$ cat src/rtl/l1act_pkg.sv
package l1act_pkg;

  localparam logic [3:0] CMD_RST   = 4'b0001;
  localparam logic [3:0] CMD_ONEZ  = 4'b0010;
  localparam logic [3:0] CMD_DEACT = 4'b0011;
  localparam logic [3:0] CMD_ZEROS = 4'b0100;
  localparam logic [3:0] CMD_ACT   = 4'b1000;
  localparam logic [3:0] CMD_LOOP  = 4'b1010;
  localparam logic [3:0] CMD_ECK   = 4'b1100;

  localparam logic [3:0] IND_IDLE  = 4'b0000;
  localparam logic [3:0] IND_ZERO  = 4'b0100;
  localparam logic [3:0] IND_OFF   = 4'b0110;
  localparam logic [3:0] IND_WAKE  = 4'b0111;
  localparam logic [3:0] IND_SIG   = 4'b1000;
  localparam logic [3:0] IND_PEND  = 4'b1001;
  localparam logic [3:0] IND_LOOP  = 4'b1010;
  localparam logic [3:0] IND_ACT   = 4'b1100;
  localparam logic [3:0] IND_SYNC  = 4'b1101;
  localparam logic [3:0] IND_RESET = 4'b1111;

  localparam logic [1:0] RX_INFO0 = 2'b00;
  localparam logic [1:0] RX_INFO2 = 2'b10;
  localparam logic [1:0] RX_INFO4 = 2'b11;

  localparam logic [1:0] TX_INFO0 = 2'b00;
  localparam logic [1:0] TX_INFO1 = 2'b01;
  localparam logic [1:0] TX_INFO3 = 2'b10;
  localparam logic [1:0] TX_ZEROS = 2'b11;

  typedef enum logic [3:0] {
    ST_RESET, ST_OFF, ST_WAKE, ST_IDLE, ST_PEND,
    ST_SYNC, ST_ACT, ST_LOOP, ST_ZERO
  } l1_state_e;

  typedef struct packed {
    logic rst;
    logic eck;
    logic act;
    logic deact;
    logic loop;
    logic zeros;
    logic onez;
  } l1_cmd_t;

  function automatic logic [1:0] tx_of(l1_state_e st);
    case (st)
      ST_PEND:                   return TX_INFO1;
      ST_SYNC, ST_ACT, ST_LOOP:  return TX_INFO3;
      ST_ZERO:                   return TX_ZEROS;
      default:                   return TX_INFO0;
    endcase
  endfunction

endpackage

$ cat src/rtl/l1act_cmd_decode.sv
module l1act_cmd_decode
  import l1act_pkg::*;
(
  input  logic       valid,
  input  logic [3:0] code,
  output l1_cmd_t    cmd
);
  always_comb begin
    cmd = '0;
    if (valid) begin
      case (code)
        CMD_RST:   cmd.rst   = 1'b1;
        CMD_ECK:   cmd.eck   = 1'b1;
        CMD_ACT:   cmd.act   = 1'b1;
        CMD_DEACT: cmd.deact = 1'b1;
        CMD_LOOP:  cmd.loop  = 1'b1;
        CMD_ZEROS: cmd.zeros = 1'b1;
        CMD_ONEZ:  cmd.onez  = 1'b1;
        default:   cmd       = '0;
      endcase
    end
  end
endmodule

$ cat src/rtl/l1act_cycle_timer.sv
module l1act_cycle_timer #(
  parameter int LIMIT = 16
) (
  input  logic clk,
  input  logic rst,
  input  logic run,
  output logic done
);
  localparam int W = (LIMIT < 2) ? 1 : $clog2(LIMIT + 1);
  localparam logic [W-1:0] LAST = W'(LIMIT - 1);

  logic [W-1:0] cnt;

  assign done = run && (cnt == LAST);

  always_ff @(posedge clk) begin
    if (rst || !run || done) cnt <= '0;
    else                     cnt <= cnt + 1'b1;
  end
endmodule

$ cat src/rtl/l1act_fsm.sv
module l1act_fsm
  import l1act_pkg::*;
(
  input  logic       clk,
  input  logic       rst,
  input  l1_cmd_t    cmd,
  input  logic [1:0] rx_info,
  input  logic       ind_rd,
  input  logic       off_done,
  input  logic       wake_done,
  output logic       off_run,
  output logic       wake_run,
  output logic [3:0] ind_code,
  output logic       clk_en,
  output logic [1:0] tx_info,
  output logic       loop_en,
  output logic       zero_pulse
);
  l1_state_e  state, nxt;
  logic [3:0] nxt_ind;
  logic       armed, nxt_armed, nxt_pulse;

  assign off_run  = (state == ST_RESET) && armed && (rx_info == RX_INFO0);
  assign wake_run = (state == ST_WAKE);

  always_comb begin
    nxt       = state;
    nxt_ind   = ind_code;
    nxt_pulse = 1'b0;
    nxt_armed = armed;
    case (state)
      ST_RESET: begin
        nxt_ind = IND_RESET;
        if (ind_rd) nxt_armed = 1'b1;
        if (cmd.eck) begin
          nxt = ST_IDLE; nxt_ind = IND_IDLE;
        end else if (off_done) begin
          nxt = ST_OFF; nxt_ind = IND_OFF;
        end
      end
      ST_OFF: begin
        if (cmd.eck) begin
          nxt = ST_WAKE; nxt_ind = IND_WAKE;
        end else begin
          nxt_ind = (rx_info == RX_INFO0) ? IND_OFF : IND_SIG;
        end
      end
      ST_WAKE: begin
        if (wake_done) begin
          nxt = ST_IDLE; nxt_ind = IND_IDLE;
        end
      end
      ST_IDLE: begin
        if (cmd.act) begin
          nxt = ST_PEND; nxt_ind = IND_PEND;
        end else if (cmd.loop) begin
          nxt = ST_LOOP; nxt_ind = IND_LOOP;
        end else if (cmd.zeros) begin
          nxt = ST_ZERO; nxt_ind = IND_ZERO;
        end else if (cmd.onez) begin
          nxt_pulse = 1'b1;
        end else if (rx_info == RX_INFO2) begin
          nxt = ST_SYNC; nxt_ind = IND_SYNC;
        end
      end
      ST_PEND: begin
        if (cmd.deact) begin
          nxt = ST_IDLE; nxt_ind = IND_IDLE;
        end else if (rx_info == RX_INFO2) begin
          nxt = ST_SYNC; nxt_ind = IND_SYNC;
        end
      end
      ST_SYNC: begin
        if (cmd.deact) begin
          nxt = ST_IDLE; nxt_ind = IND_IDLE;
        end else if (rx_info == RX_INFO4) begin
          nxt = ST_ACT; nxt_ind = IND_ACT;
        end
      end
      ST_ACT: begin
        if (cmd.deact || rx_info == RX_INFO0) begin
          nxt = ST_IDLE; nxt_ind = IND_IDLE;
        end
      end
      ST_LOOP, ST_ZERO: begin
        if (cmd.deact) begin
          nxt = ST_IDLE; nxt_ind = IND_IDLE;
        end
      end
      default: begin
        nxt = ST_RESET; nxt_ind = IND_RESET;
      end
    endcase
    if (cmd.rst) begin
      nxt       = ST_RESET;
      nxt_ind   = IND_RESET;
      nxt_pulse = 1'b0;
    end
    if (nxt != ST_RESET || cmd.rst) nxt_armed = 1'b0;
  end

  always_ff @(posedge clk) begin
    if (rst) begin
      state      <= ST_RESET;
      ind_code   <= IND_RESET;
      armed      <= 1'b0;
      clk_en     <= 1'b1;
      tx_info    <= TX_INFO0;
      loop_en    <= 1'b0;
      zero_pulse <= 1'b0;
    end else begin
      state      <= nxt;
      ind_code   <= nxt_ind;
      armed      <= nxt_armed;
      clk_en     <= !(nxt == ST_OFF || nxt == ST_WAKE);
      tx_info    <= tx_of(nxt);
      loop_en    <= (nxt == ST_LOOP);
      zero_pulse <= nxt_pulse;
    end
  end
endmodule

$ cat src/rtl/l1act_ctrl.sv
module l1act_ctrl
  import l1act_pkg::*;
#(
  parameter int OFF_CYC  = 714240,
  parameter int WAKE_CYC = 7680
) (
  input  logic       clk,
  input  logic       rst,
  input  logic       cmd_valid,
  input  logic [3:0] cmd_code,
  input  logic [1:0] rx_info,
  input  logic       ind_rd,
  output logic [3:0] ind_code,
  output logic       clk_en,
  output logic [1:0] tx_info,
  output logic       loop_en,
  output logic       zero_pulse
);
  l1_cmd_t cmd;
  logic    off_run, off_done, wake_run, wake_done;

  l1act_cmd_decode u_dec (
    .valid (cmd_valid),
    .code  (cmd_code),
    .cmd   (cmd)
  );

  l1act_cycle_timer #(.LIMIT(OFF_CYC)) u_off_tmr (
    .clk  (clk),
    .rst  (rst),
    .run  (off_run),
    .done (off_done)
  );

  l1act_cycle_timer #(.LIMIT(WAKE_CYC)) u_wake_tmr (
    .clk  (clk),
    .rst  (rst),
    .run  (wake_run),
    .done (wake_done)
  );

  l1act_fsm u_fsm (
    .clk        (clk),
    .rst        (rst),
    .cmd        (cmd),
    .rx_info    (rx_info),
    .ind_rd     (ind_rd),
    .off_done   (off_done),
    .wake_done  (wake_done),
    .off_run    (off_run),
    .wake_run   (wake_run),
    .ind_code   (ind_code),
    .clk_en     (clk_en),
    .tx_info    (tx_info),
    .loop_en    (loop_en),
    .zero_pulse (zero_pulse)
  );
endmodule

$ cat config.mk
export PLATFORM = sky130hd
export DESIGN_NAME = l1act_ctrl
export DESIGN_NICKNAME = d
export VERILOG_FILES = /design/src/rtl/l1act_pkg.sv /design/src/rtl/l1act_cmd_decode.sv /design/src/rtl/l1act_cycle_timer.sv /design/src/rtl/l1act_fsm.sv /design/src/rtl/l1act_ctrl.sv
export SDC_FILE = /design/constraint.sdc
export NUM_CORES = 1
export LEC_CHECK = 0
export BUFFER_PORTS_ARGS = -buffer_cell sky130_fd_sc_hd__buf_2
export CORE_MARGIN = 2
export CORE_UTILIZATION = 50
export CTS_CLUSTER_DIAMETER = 40
export DETAILED_ROUTE_END_ITERATION = 16
export PLACE_DENSITY = 0.8
export SKIP_CTS_REPAIR_TIMING = 1
export SYNTH_ARGS = -nofsm -noshare
export SYNTH_HDL_FRONTEND = slang
export SYNTH_SLANG_ARGS = --single-unit
$ cat constraint.sdc
create_clock -name clk -period 1.9 [get_ports clk]
set_clock_uncertainty 0.05 [all_clocks]
set_input_delay 0.19 -clock clk [delete_from_list [all_inputs] [get_ports clk]]
set_output_delay 0.19 -clock clk [all_outputs]
set_load 0.05 [all_outputs]
==> results.cfg <==
[status]
status = finished clean

[setup_path]
start_kind = flip-flop
path_class = flip-flop to flip-flop
r2r_slack_ps = 40
path_max_fanout = 9
cpPeakStageDelay_ps = 400
path_cells = buf_4 > nor2b_1 > o311a_1 > a31oi_1 > o311ai_4 > or2_1 > and2_1
slowest_stage = dfxtp_2
critPathRequiredTime_ps = 2050
cp_top_family = compound AO/OA/AOI/OAI gates
cp.arrival_ps = 2010
critPathBufInv = 1
critPathCaptureType = flip-flop

[cts]
worstSkewPairLatency_ps = 310
ctsLongestPathBuffers = 2
cts_max_level = 2
cts_buffers = 5
root_buffer = clkbuf_8
tritoncts = yes
cts_sinks = 47
cts.reportedPaths.clkPinSlew_ps = 100

[timing]
worst_pin_slew_ps = 406
slew_headroom = 0.727
hold_viol = 0
fin_crit_sh = 0.978
whs_ps = 141
max_freq_ghz = 0.538
slew_violations = 0
post-route-min-period_ps = 1860
tns_ps = 0
setup_viol = 0

[power]
seqPwrFrac = 0.479
power_leakage_nw = 1.31
power_switching_share = 0.229
combPwrFrac = 0.089
switchingPower_mw = 0.478
power_density_nw_per_um2 = 621
p_int_mw = 1.60
irDropWorstVdd_mv = 0.504
clkPwrFrac = 0.432

[routing]
viasPerCell = 5.51
totalWireLength_mm = 6.66
post_drt_wl_per_cell_um = 14.7
first_iter_violations = 165
dr.pass1.iters = 4
drc = 0
ant_nets = 0
route.vias.total = 2497

[flow_run]
cap_violations = 0

[grt]
antenna_found_initial = 0
grt_pass1_vias = 2348
track_usage = 0.242
grt_pass1_wl_mm = 10.5
grt_max_degree = 20
grt-ovfl-total = 0

[final_layout]
area_growth_pct = 30.5
finalNetCount = 394
drive_gt1_frac = 0.287
n_antenna_cell = 0
finalInstanceArea_um2 = 3350
fill_cells = 407

[yosys]
ys_seq_elements = 47
synth_cells = 312
synth_top_area_frac = 0.366
synth_top_cell_by_area = dfxtp_1
synth_commonest_cells = 47 x dfxtp_1, 47 x nor2_1, 22 x nand2_1, 19 x nand3_1, 19 x xor2_1
avgSynthCellArea_um2 = 8.24
synthTopCellsByArea = dfxtp_1 37%, nor2_1 6.9%, xor2_1 6.5%
synth-edff-count = 0
async_flop_share = 0
netlist_area_um2 = 2570
yosysWarnings = 0
ys.flop_type = dfxtp_1
synth_nets = 324
yosysSeqAreaShare = 0.366
yosysUniqueCellTypes = 56

[place]
portBuffers = 18
place.gp.congestion = 0.980
dpl.hpwl_mm = 4.83
placed_area_um2 = 3120

[floorplanning]
die_area_um2 = 5730
die_x_um = 75.7
design.core.area_um2 = 5040
row_count = 26
die-height_um = 75.7
ios = 19
start_util = 0.510

[hold_path]
hold_path.class = primary input to flip-flop
==> tightest hold or removal path: stages <==
cell,delay (ps)
buf_2,130
nor2_1,80
o21ai_1,70
==> flip-flops by register name, summed over array words and instances, names as in the netlist <==
register,flops
u_fsm.ind_code,4
u_fsm.zero_pulse,1
u_fsm.armed,1
u_fsm.loop_en,1
u_fsm.state,4
u_fsm.clk_en,1
u_fsm.tx_info,2
u_wake_tmr.cnt,13
u_off_tmr.cnt,20
==> layout make-up <==
cell class                      instances  area (um2)  area share
Clock inverter                          3        71.3      0.0213
Multi-Input combinational cell        250        1650       0.493
Clock buffer                            5        68.8      0.0205
Inverter                                5        18.8     0.00559
Timing Repair Buffer                   73         503       0.150
Sequential cell                        47         951       0.283
Tap cell                               70        87.6      0.0261
==> kinds of logic after synthesis <==
kind of cell,share of synthesized area
AND/OR/NAND/NOR,0.349
AO/OA/AOI/OAI,0.143
flip-flops,0.366
XOR/XNOR,0.106
buffers and inverters,0.0263
adder cells (fa/ha/maj),0.00974
==> stage by stage <==
stage	total power [mW]	worst slack (ps)	util	std cells
2_1_floorplan	1.12	5.55	-	312
3_3_place_gp	1.19	-9.84	0.618	444
3_5_place_dp	1.19	-78.3	0.618	444
4_1_cts	2.08	-123	0.646	452
5_1_grt	2.15	-50.5	0.665	453
6_report	2.08	42.5	0.665	453
==> path summary, 6_finish.rpt <==
check	from	to	cells past startpoint
worst max-delay path	u_fsm.state[3]	u_fsm.state[0]	7
worst min-delay path	rst	u_fsm.ind_code[3]	3
worst max register to register	u_fsm.state[3]	u_fsm.state[0]	7
worst min register to register	u_wake_tmr.cnt[12]	u_wake_tmr.cnt[12]	2
==> power by group through the flow <==
stage          logic [mW]  registers (mW)  clock network (mW)
2_1_floorplan      0.0882            1.03                   0
3_3_place_gp        0.171            1.02                   0
3_5_place_dp        0.173            1.02                   0
4_1_cts             0.174           0.998               0.910
5_1_grt             0.198           0.999               0.951
6_report            0.185           0.998               0.900
==> routing by layer <==
metal,wire length [um],track usage
met5,0,0
met4,81,0.0702
met3,344,0.0661
met2,3230,0.397
met1,3000,0.314
==> cells in the final DEF, fill, tap and decap left out, drive strengths merged, types with 3 or more instances in the layout <==
cell type	n
and4	5
a21oi	10
nor4b	3
xnor2	12
buf	73
or2	3
nand3	19
and2	9
inv	6
xor2	19
nand4	8
dfxtp	47
o21ai	15
or3	3
clkbuf	5
nor2b	7
nor3	7
nor2	48
and3	9
nand2	22
nand2b	6
nor3b	3
a31oi	3
nor4	4
Power figures use the tool's default switching activity.
